$ cat config.mk
export PLATFORM = sky130hd
export DESIGN_NAME = irq_prio_resolver
export DESIGN_NICKNAME = d
export VERILOG_FILES = /design/src/rtl/irq_prio_pkg.sv /design/src/rtl/irq_pin_edge.sv /design/src/rtl/irq_pending_bank.sv /design/src/rtl/irq_prio_arbiter.sv /design/src/rtl/irq_prio_resolver.sv
export SDC_FILE = /design/constraint.sdc
export NUM_CORES = 1
export LEC_CHECK = 0
export BUFFER_PORTS_ARGS = -buffer_cell sky130_fd_sc_hd__buf_2
export CAP_MARGIN = 10
export CORE_MARGIN = 8
export CORE_UTILIZATION = 35
export DETAILED_ROUTE_END_ITERATION = 8
export PLACE_DENSITY_LB_ADDON = 0.3
export SLEW_MARGIN = 40
export SYNTH_ARGS = -nofsm -noshare
export SYNTH_HDL_FRONTEND = slang
export SYNTH_SLANG_ARGS = --single-unit
$ cat constraint.sdc
create_clock -name clk_i -period 1.2 [get_ports clk_i]
set_input_delay 0.12 -clock clk_i [delete_from_list [all_inputs] [get_ports clk_i]]
set_output_delay 0.12 -clock clk_i [all_outputs]
set_load 0.005 [all_outputs]
$ cat src/rtl/irq_prio_pkg.sv
`timescale 1ns/1ps
package irq_prio_pkg;
  localparam int unsigned NUM_IRQ = 6;
  localparam int unsigned IDX_W   = $clog2(NUM_IRQ);
  localparam int unsigned NUM_GRP = NUM_IRQ / 2;
  localparam int unsigned GRP_W   = $clog2(NUM_GRP);
  localparam int unsigned NUM_PIN = 2;

  typedef logic [IDX_W-1:0] irq_idx_t;
  typedef logic [GRP_W-1:0] grp_id_t;

  typedef struct packed {
    grp_id_t first;
    grp_id_t second;
    grp_id_t third;
  } grp_order_t;

  localparam grp_id_t GRP_A = 2'd0;
  localparam grp_id_t GRP_B = 2'd1;
  localparam grp_id_t GRP_C = 2'd2;

  // member that wins when the pair's select bit is clear
  function automatic irq_idx_t grp_pref(input int g);
    case (g)
      0:       return irq_idx_t'(5);
      1:       return irq_idx_t'(0);
      default: return irq_idx_t'(1);
    endcase
  endfunction

  function automatic irq_idx_t grp_alt(input int g);
    case (g)
      0:       return irq_idx_t'(3);
      1:       return irq_idx_t'(2);
      default: return irq_idx_t'(4);
    endcase
  endfunction

  // position of the pair's select bit in the priority register
  function automatic int grp_sel_bit(input int g);
    case (g)
      0:       return 5;
      1:       return 2;
      default: return 1;
    endcase
  endfunction

  function automatic logic code_is_fixed(input logic [2:0] code);
    return (code == 3'b000) || (code == 3'b111);
  endfunction

  function automatic grp_order_t order_for(input logic [2:0] code);
    grp_order_t o;
    case (code)
      3'b001:  o = '{first: GRP_C, second: GRP_B, third: GRP_A};
      3'b010:  o = '{first: GRP_A, second: GRP_B, third: GRP_C};
      3'b011:  o = '{first: GRP_A, second: GRP_C, third: GRP_B};
      3'b100:  o = '{first: GRP_B, second: GRP_C, third: GRP_A};
      3'b101:  o = '{first: GRP_C, second: GRP_A, third: GRP_B};
      3'b110:  o = '{first: GRP_B, second: GRP_A, third: GRP_C};
      default: o = '{first: GRP_A, second: GRP_B, third: GRP_C};
    endcase
    return o;
  endfunction
endpackage

$ cat src/rtl/irq_pin_edge.sv
`timescale 1ns/1ps
module irq_pin_edge #(
  parameter int unsigned SYNC_STAGES = 2
) (
  input  logic clk_i,
  input  logic rst_ni,
  input  logic pin_i,
  input  logic rise_en_i,
  input  logic fall_en_i,
  output logic evt_o
);
  logic [SYNC_STAGES-1:0] sync_q, sync_d;
  logic                   last_q;
  logic                   stable;

  generate
    if (SYNC_STAGES == 1) begin : g_single
      assign sync_d = pin_i;
    end else begin : g_chain
      assign sync_d = {sync_q[SYNC_STAGES-2:0], pin_i};
    end
  endgenerate

  assign stable = sync_q[SYNC_STAGES-1];

  always_ff @(posedge clk_i or negedge rst_ni) begin
    if (!rst_ni) begin
      sync_q <= '0;
      last_q <= 1'b0;
    end else begin
      sync_q <= sync_d;
      last_q <= stable;
    end
  end

  assign evt_o = (rise_en_i &  stable & ~last_q) |
                 (fall_en_i & ~stable &  last_q);
endmodule

$ cat src/rtl/irq_pending_bank.sv
`timescale 1ns/1ps
module irq_pending_bank
  import irq_prio_pkg::*;
(
  input  logic               clk_i,
  input  logic               rst_ni,
  input  logic [NUM_IRQ-1:0] set_i,
  input  logic               load_i,
  input  logic [NUM_IRQ-1:0] load_val_i,
  input  logic               clr_i,
  input  irq_idx_t           clr_idx_i,
  output logic [NUM_IRQ-1:0] pend_o
);
  logic [NUM_IRQ-1:0] pend_q, pend_d, base, clr_mask;
  logic               pend_en;

  always_comb begin
    base     = load_i ? load_val_i : pend_q;
    clr_mask = clr_i ? (NUM_IRQ'(1) << clr_idx_i) : '0;
    pend_d   = (base & ~clr_mask) | set_i;
    pend_en  = load_i | clr_i | (|set_i);
  end

  always_ff @(posedge clk_i or negedge rst_ni) begin
    if (!rst_ni) begin
      pend_q <= '0;
    end else if (pend_en) begin
      pend_q <= pend_d;
    end
  end

  assign pend_o = pend_q;
endmodule

$ cat src/rtl/irq_prio_arbiter.sv
`timescale 1ns/1ps
module irq_prio_arbiter
  import irq_prio_pkg::*;
(
  input  logic               clk_i,
  input  logic               rst_ni,
  input  logic [NUM_IRQ-1:0] pend_i,
  input  logic [5:0]         prio_i,
  output logic               act_o,
  output irq_idx_t           vec_o
);
  logic [NUM_GRP-1:0] grp_v;
  irq_idx_t           grp_w [NUM_GRP];
  logic [2:0]         code;
  grp_order_t         ord;
  irq_idx_t           fix_idx, vec_d;
  logic               act_d, act_q;
  irq_idx_t           vec_q;

  generate
    for (genvar g = 0; g < NUM_GRP; g++) begin : g_pair
      localparam irq_idx_t PREF = grp_pref(g);
      localparam irq_idx_t ALT  = grp_alt(g);
      localparam int       SB   = grp_sel_bit(g);
      assign grp_v[g] = pend_i[PREF] | pend_i[ALT];
      assign grp_w[g] = prio_i[SB] ? (pend_i[ALT]  ? ALT  : PREF)
                                   : (pend_i[PREF] ? PREF : ALT);
    end
  endgenerate

  assign code = {prio_i[4], prio_i[3], prio_i[0]};
  assign ord  = order_for(code);

  always_comb begin
    fix_idx = '0;
    for (int i = NUM_IRQ - 1; i >= 0; i--) begin
      if (pend_i[i]) fix_idx = irq_idx_t'(i);
    end
  end

  always_comb begin
    act_d = |pend_i;
    if (code_is_fixed(code))        vec_d = fix_idx;
    else if (grp_v[ord.first])      vec_d = grp_w[ord.first];
    else if (grp_v[ord.second])     vec_d = grp_w[ord.second];
    else if (grp_v[ord.third])      vec_d = grp_w[ord.third];
    else                            vec_d = '0;
  end

  always_ff @(posedge clk_i or negedge rst_ni) begin
    if (!rst_ni) begin
      act_q <= 1'b0;
      vec_q <= '0;
    end else begin
      act_q <= act_d;
      vec_q <= vec_d;
    end
  end

  assign act_o = act_q;
  assign vec_o = vec_q;
endmodule

$ cat src/rtl/irq_prio_resolver.sv
`timescale 1ns/1ps
module irq_prio_resolver
  import irq_prio_pkg::*;
#(
  parameter int unsigned SYNC_STAGES = 2
) (
  input  logic       clk_i,
  input  logic       rst_ni,
  input  logic       prio_we_i,
  input  logic [7:0] prio_wdata_i,
  input  logic       req_we_i,
  input  logic [7:0] req_wdata_i,
  input  logic [3:0] int_evt_i,
  input  logic [1:0] ext_pin_i,
  input  logic       ack_i,
  output logic       irq_active_o,
  output logic [2:0] irq_vec_o
);
  logic [1:0]         rst_sync_q;
  logic               rst_n_int;
  logic [5:0]         prio_q, prio_d;
  logic [1:0]         ecfg_q, ecfg_d;
  logic [NUM_PIN-1:0] rise_en, fall_en, pin_evt;
  logic [NUM_IRQ-1:0] set_vec, pend_q;
  logic               ack_ok;
  irq_idx_t           vec_w;

  // reset: asserted at once, released after two clocks
  always_ff @(posedge clk_i or negedge rst_ni) begin
    if (!rst_ni) rst_sync_q <= 2'b00;
    else         rst_sync_q <= {rst_sync_q[0], 1'b1};
  end
  assign rst_n_int = rst_sync_q[1];

  always_comb begin
    prio_d = prio_we_i ? prio_wdata_i[5:0] : prio_q;
    ecfg_d = req_we_i  ? req_wdata_i[7:6]  : ecfg_q;
  end

  always_ff @(posedge clk_i or negedge rst_n_int) begin
    if (!rst_n_int) begin
      prio_q <= '0;
      ecfg_q <= '0;
    end else begin
      prio_q <= prio_d;
      ecfg_q <= ecfg_d;
    end
  end

  // pin 0 -> line 0 (config bit 6), pin 1 -> line 2 (config bit 7)
  assign rise_en[0] = ecfg_q[0];
  assign fall_en[0] = ~ecfg_q[0] | ecfg_q[1];
  assign rise_en[1] = ecfg_q[1];
  assign fall_en[1] = ~ecfg_q[1] | ecfg_q[0];

  generate
    for (genvar p = 0; p < NUM_PIN; p++) begin : g_pin
      irq_pin_edge #(.SYNC_STAGES(SYNC_STAGES)) edge_i (
        .clk_i     (clk_i),
        .rst_ni    (rst_n_int),
        .pin_i     (ext_pin_i[p]),
        .rise_en_i (rise_en[p]),
        .fall_en_i (fall_en[p]),
        .evt_o     (pin_evt[p])
      );
    end
  endgenerate

  assign set_vec = {int_evt_i[3], int_evt_i[2], int_evt_i[1],
                    pin_evt[1], int_evt_i[0], pin_evt[0]};
  assign ack_ok  = ack_i & irq_active_o;

  irq_pending_bank pend_i (
    .clk_i      (clk_i),
    .rst_ni     (rst_n_int),
    .set_i      (set_vec),
    .load_i     (req_we_i),
    .load_val_i (req_wdata_i[5:0]),
    .clr_i      (ack_ok),
    .clr_idx_i  (irq_vec_o),
    .pend_o     (pend_q)
  );

  irq_prio_arbiter arb_i (
    .clk_i  (clk_i),
    .rst_ni (rst_n_int),
    .pend_i (pend_q),
    .prio_i (prio_q),
    .act_o  (irq_active_o),
    .vec_o  (vec_w)
  );

  assign irq_vec_o = vec_w;
endmodule

=== Word level (Yosys, flattened, before mapping) ===
Index checks and enable logic that the tools add are counted.

* Input bits: 27
* Word-level logic and storage cells: 94
* Register bits: 26

* $lt $le $gt $ge: 6
* Reduce and logical (&&, ||, !) cells: 4
* Mux-type cells: 37
* Shift operators: 1
* Equal/unequal tests: 6
* Bitwise logic cells: 30

{| class="wikitable"
|+ Operators with widths
! kind !! number
|-
| 3-bit 2-to-1 mux || 23
|-
| 6-bit one-hot mux with 5 select lines || 1
|-
| 3-bit binary-select mux with 2-bit select || 3
|-
| 3-bit equality test (second input constant) || 4
|-
| 6-bit 2-to-1 mux || 2
|-
| 6-bit OR reduction || 2
|-
| 1-bit AND || 9
|-
| 3-bit greater-or-equal comparator (second input constant) || 3
|-
| 2-bit by 3-bit less-than comparator with 1-bit output (second input constant) || 3
|-
| 2-bit NOT with 3-bit output || 3
|-
| 1-bit bitwise OR || 9
|-
| 6-bit AND || 1
|-
| 1-bit binary-select mux with 2-bit select || 3
|-
| 1-bit NOT || 6
|-
| 6-bit NOT || 1
|-
| 6-bit bitwise OR || 1
|-
| 1-bit by 3-bit << shifter with 6-bit output (first input constant) || 1
|-
| 2-bit 2-to-1 mux || 2
|-
| 3-bit by 1-bit equality test with 1-bit output (second input constant) || 1
|-
| 3-bit by 2-bit equality test with 1-bit output (second input constant) || 1
|-
| 3-bit zero test || 1
|-
| 1-bit 2-to-1 mux || 3
|-
| 1-bit logical OR || 1
|}

=== Logic depth before layout (Yosys ltp) ===
* Depth in word-level cells: 10
* Depth in mapped cells: 8
* Depth with buffers taken out: 6

=== By module ===
Synthesis repeated with hierarchy kept, for this count alone.

* Cells, all modules: 175
* Area total of the unflattened synthesis: 1736.7 um^2

{| class="wikitable"
|+ Modules (own cells, without submodules)
! module !! area an instance (um^2) !! sequential area each (um^2) !! cells each !! times used
|-
| irq_prio_arbiter || 817.0 || 100.1 || 115 || 1
|-
| irq_prio_resolver || 396.6 || 250.2 || 23 || 1
|-
| irq_pending_bank || 332.8 || 150.1 || 25 || 1
|-
| irq_pin_edge || 95.1 || 75.1 || 6 || 2
|}

=== Least setup slack after synthesis ===
No wires, ideal clock.

* Kind: register -> register
* From: reg pend_i.pend_q[1], in the netlist pend_i.pend_o[1]
* To: reg arb_i.vec_q[2], in the netlist arb_i.vec_o[2]
* Cell stages (with the launch flop): 8
* Data required time: 1.118 ns
* Slack: -0.638 ns
* Buffers on the path: 1
* Arrival time: 1.756 ns
* Cell sequence: dfrtp_1 > or2_1 > buf_6 > or3_1 > a311oi_2 > a211oi_1 > o21a_1 > a22oi_2

* Word-level cells in the longest chain between the ends: 9
* Elaborated cells between the ends (all ways): 24

{| class="wikitable"
|+ Ends and longest elaborated chain
! item !! line !! text
|-
| start: declaration || irq_pending_bank.sv:14 || <nowiki>logic [NUM_IRQ-1:0] pend_q, pend_d, base, clr_mask;</nowiki>
|-
| start signal: assignment || irq_pending_bank.sv:28 || <nowiki>pend_q <= pend_d;</nowiki>
|-
| 3-bit 2-to-1 mux || irq_prio_arbiter.sv:27 || <nowiki>: (pend_i[PREF] ? PREF : ALT);</nowiki>
|-
| 3-bit 2-to-1 mux || irq_prio_arbiter.sv:26 || <nowiki>assign grp_w[g] = prio_i[SB] ? (pend_i[ALT] ? ALT : PREF)</nowiki>
|-
| 3-bit binary-select mux with 2-bit select || irq_prio_arbiter.sv:46 || <nowiki>else if (grp_v[ord.third]) vec_d = grp_w[ord.third];</nowiki>
|-
| 3-bit 2-to-1 mux (not written as such) (2 in series) || irq_prio_arbiter.sv:46 ||
|-
| 3-bit 2-to-1 mux || irq_prio_arbiter.sv:46 ||
|-
| 3-bit 2-to-1 mux || irq_prio_arbiter.sv:45 || <nowiki>else if (grp_v[ord.second]) vec_d = grp_w[ord.second];</nowiki>
|-
| 3-bit 2-to-1 mux || irq_prio_arbiter.sv:44 || <nowiki>else if (grp_v[ord.first]) vec_d = grp_w[ord.first];</nowiki>
|-
| 3-bit 2-to-1 mux (*) || irq_prio_arbiter.sv:43 || <nowiki>if (code_is_fixed(code)) vec_d = fix_idx;</nowiki>
|-
| net arb_i.vec_d[2] || irq_prio_arbiter.sv:16 || <nowiki>irq_idx_t fix_idx, vec_d;</nowiki>
|-
| end signal: assignment || irq_prio_arbiter.sv:56 || <nowiki>vec_q <= vec_d;</nowiki>
|-
| end: declaration || irq_prio_arbiter.sv:18 || <nowiki>irq_idx_t vec_q;</nowiki>
|}

The timed path passes the listed nets; every way through them passes the cells marked *. The select of a mux whose other input is x is not followed.
A chain may end at the register's enable or synchronous reset.

=== Worst setup path in the final report ===
* From: reg pend_i.pend_q[4], in the netlist pend_i.pend_o[4]
* To: reg arb_i.vec_q[2], in the netlist arb_i.vec_o[2]

* Word-level cells in the longest chain between the ends: 9
* Elaborated cells between the ends (all ways): 27

{| class="wikitable"
|+ Ends and longest elaborated chain
! item !! line
|-
| 3-bit 2-to-1 mux (2 in series) || irq_prio_arbiter.sv:26
|-
| 3-bit binary-select mux with 2-bit select || irq_prio_arbiter.sv:46
|-
| 3-bit 2-to-1 mux (not written as such) (2 in series) || irq_prio_arbiter.sv:46
|-
| 3-bit 2-to-1 mux || irq_prio_arbiter.sv:46
|-
| 3-bit 2-to-1 mux || irq_prio_arbiter.sv:45
|-
| 3-bit 2-to-1 mux || irq_prio_arbiter.sv:44
|-
| 3-bit 2-to-1 mux (*) || irq_prio_arbiter.sv:43
|-
| net arb_i.vec_d[2] || irq_prio_arbiter.sv:16
|}

Marks and branches as above.

==> impl_metrics.yaml <==
sta:
  hold_viol_final: 0
  period_needed_ns: 1.81
  finClkSkew_ns: 0.00539
  setup_slack_ns: -0.611
  rsz0062_at_grt: "true"
  maxSlewViolCount: 0
  max_freq_mhz: 552
  setup-violations-final: 4
  min_period_over_period: 1.51
yosys:
  synth_area_leaders: "dfrtp_1 38%, mux2_2 5.3%, nand2_1 5.3%"
  synth_largest_area_cell: "dfrtp_1"
  netlist_area_um2: 1690
  ys_seq_area_frac: 0.385
  synth_most_common_cell: "dfrtp_1"
  synth_commonest_cells: "26 x dfrtp_1, 24 x nand2_1, 15 x nor2_1, 13 x o21ai_0, 11 x a21oi_1"
  netlist-cell-type-count: 50
  yosys_most_used_dff: "dfrtp_1"
  synth.net_count: 226
  ys_ff_latch: 26
  synth_top_area_frac: 0.385
  yosys_warnings: 0
  syn_inst: 199
  synth_edf_count: 0
  async_reset_ff_frac: 1.00
  syn_avg_cell_area_um2: 8.49
flow_run:
  cap_violations: 0
layout:
  fin_util: 0.564
  nets: 315
  diodes: 0
  multi_input_area_um2: 1110
  drive_gt1_frac: 0.481
  ff_latch_area_um2: 654
  final_cells: 341
  fillers: 415
  area_growth_pct: 56.6
grt:
  grt_overflow: 0
  antenna_found_initial: 0
  track_usage: 0.151
  grt_pass1_wl_um: 8990
  first_global_vias: 1892
  grt_max_degree: 19
floorplan:
  die_y_um: 85.5
  std_cell_rows: 25
  start_util: 0.360
  ioPinCount: 31
  die_w_um: 85.5
  dieArea_um2: 7310
  core_region_area_um2: 4690
critical_path:
  rrSetupSlack_ns: -0.61
  crit_path_end_kind: "flip-flop"
  critPathMaxFanout: 7
  cp-start-kind: "flip-flop"
  worst_ep_arrival_time_ns: 2.01
  timing.rr.end: "arb_i.vec_o[2]"
  ff2ff_path_depth: 7
  critPathRequiredTime_ns: 1.40
  setup.worst_path.class: "reg2reg"
  rr_startpoint: "pend_i.pend_o[4]"
detailed_routing:
  drc: 0
  drt_wl_total_um: 5470
  dr.first_iter.drc_count: 114
  via_count: 1882
  ant_nets: 0
  drt-wirelength-per-cell_um: 16.1
  viasPerCell: 5.52
  dr.pass1.iters: 4
clock_network:
  cts_tree: "yes"
  cts_sinks: 26
  clockBufferDepth: 2
  cts_root_buf: "clkbuf_8"
  path_clk_slew_ns: 0.09
  ctsHtreeMaxLevel: 1
  cts_buffers: 3
  clk_latency_ns: 0.27
power:
  pwr_density_cell_nw_per_um2: 1120
  ir_worst_vdd_mv: 0.891
  finalPower_w: 0.00296
  p_leak_nw: 1.19
placed_design:
  placed_cells: 329
  post-dp-hpwl_um: 4030
  numPortBuffers: 28
  place_congestion: 0.917
worst_hold_path:
  hold_end: "pend_i.pend_o[4]"
  holdCritStartpoint: "int_evt_i[2]"
  hold_path_class: "in2reg"
  min_path_cells: 2
run_status:
  violations: "negative setup slack"
  status: "finished, violations left"
## critical path, stage by stage, from the launching register on
cell     delay [ns]
dfrtp_1        0.40
or2_4          0.30
buf_4          0.17
nor4_2         0.34
o41ai_4        0.13
o31ai_2        0.09
nand2_1        0.11
a22oi_2        0.20
## layer usage
metal,up-vias,track usage,routed length [um]
met4,0,0.0350,118
li1,916,-,-
met2,45,0.249,2600
met5,-,0,0
met3,12,0.0306,223
met1,909,0.196,2530
## cell usage in the layout, fill, tap and decap left out, types with 3 or more instances in the layout
| cell type | count |
|---|---|
| nor2_1 | 11 |
| dfrtp_2 | 3 |
| o22ai_1 | 5 |
| mux2_2 | 8 |
| buf_6 | 9 |
| buf_4 | 57 |
| clkbuf_8 | 3 |
| mux2i_1 | 5 |
| nand3_1 | 7 |
| buf_2 | 28 |
| dfrtp_1 | 23 |
| a21oi_1 | 10 |
| nand2b_1 | 3 |
| or2_4 | 4 |
| o21ai_0 | 13 |
| nand2_1 | 23 |
| a31oi_1 | 3 |
| inv_1 | 6 |
| dlygate4sd3_1 | 3 |
| nor3_1 | 3 |
## flip-flops by register name, summed over array words and instances (netlist names)
signal,flops
pend_i.pend_o,6
prio_q,6
g_pin.edge_i.sync_q,4
arb_i.vec_o,3
ecfg_q,2
g_pin.edge_i.last_q,2
rst_sync_q,2
arb_i.act_o,1
## how the worst max path moves through the flow
stage	from	cells past startpoint	to
CTS	pend_i.pend_o[4]	6	arb_i.vec_o[2]
detailed placement	pend_i.pend_o[0]	5	arb_i.vec_o[1]
finish	pend_i.pend_o[4]	7	arb_i.vec_o[2]
global placement	pend_i.pend_o[1]	6	arb_i.vec_o[1]
global route	pend_i.pend_o[4]	7	arb_i.vec_o[0]
floorplan	pend_i.pend_o[1]	7	arb_i.vec_o[2]
## logic make-up after synthesis
kind of cell    Yosys count  synth area share
mux                      14            0.0888
flops                    26             0.385
xor+xnor                  1           0.00518
other cells               1           0.00222
compound gates           63             0.258
buf+inv                  21            0.0562
simple gates             73             0.204
## through the flow
stage	TNS (ns)	hold slack, ns	area (um2)	setup slack (ns)
global route	-2.09	0.0310	2650	-0.669
finish	-1.82	0.0428	2650	-0.611
detailed placement	-1.97	-0.0915	2310	-0.647
CTS	-1.73	0.0292	2530	-0.581
floorplan	-1.66	-0.176	1720	-0.638
global placement	-1.86	-0.0932	2310	-0.642
## cell type report
type / count / share of cell area
Multi-Input combinational cell: 152 / 0.418
Timing Repair Buffer: 98 / 0.272
Sequential cell: 26 / 0.247
Tap cell: 54 / 0.0255
Clock buffer: 3 / 0.0156
Clock inverter: 1 / 0.0113
Inverter: 7 / 0.00993
## report_power, final
| group | switching, W | internal (W) | total (W) |
|---|---|---|---|
| sequential | 0.000121 | 0.000967 | 0.00109 |
| clock | 0.000275 | 0.000446 | 0.000722 |
| combinational | 0.000541 | 0.000613 | 0.00115 |
| total | 0.000937 | 0.00203 | 0.00296 |
## repair_timing
| item | in CTS | in global routing |
|---|---|---|
| setup endpoints to repair | 5 | 7 |
| setup buffers | 2 | 3 |
| pin swaps | 11 | 8 |
| resized for setup | 24 | 20 |
| endpoints found under the hold margin | 4 | 0 |
| hold buffers | 3 | 0 |
| cloned | 0 | 0 |
(Power assumes the default switching activity.)
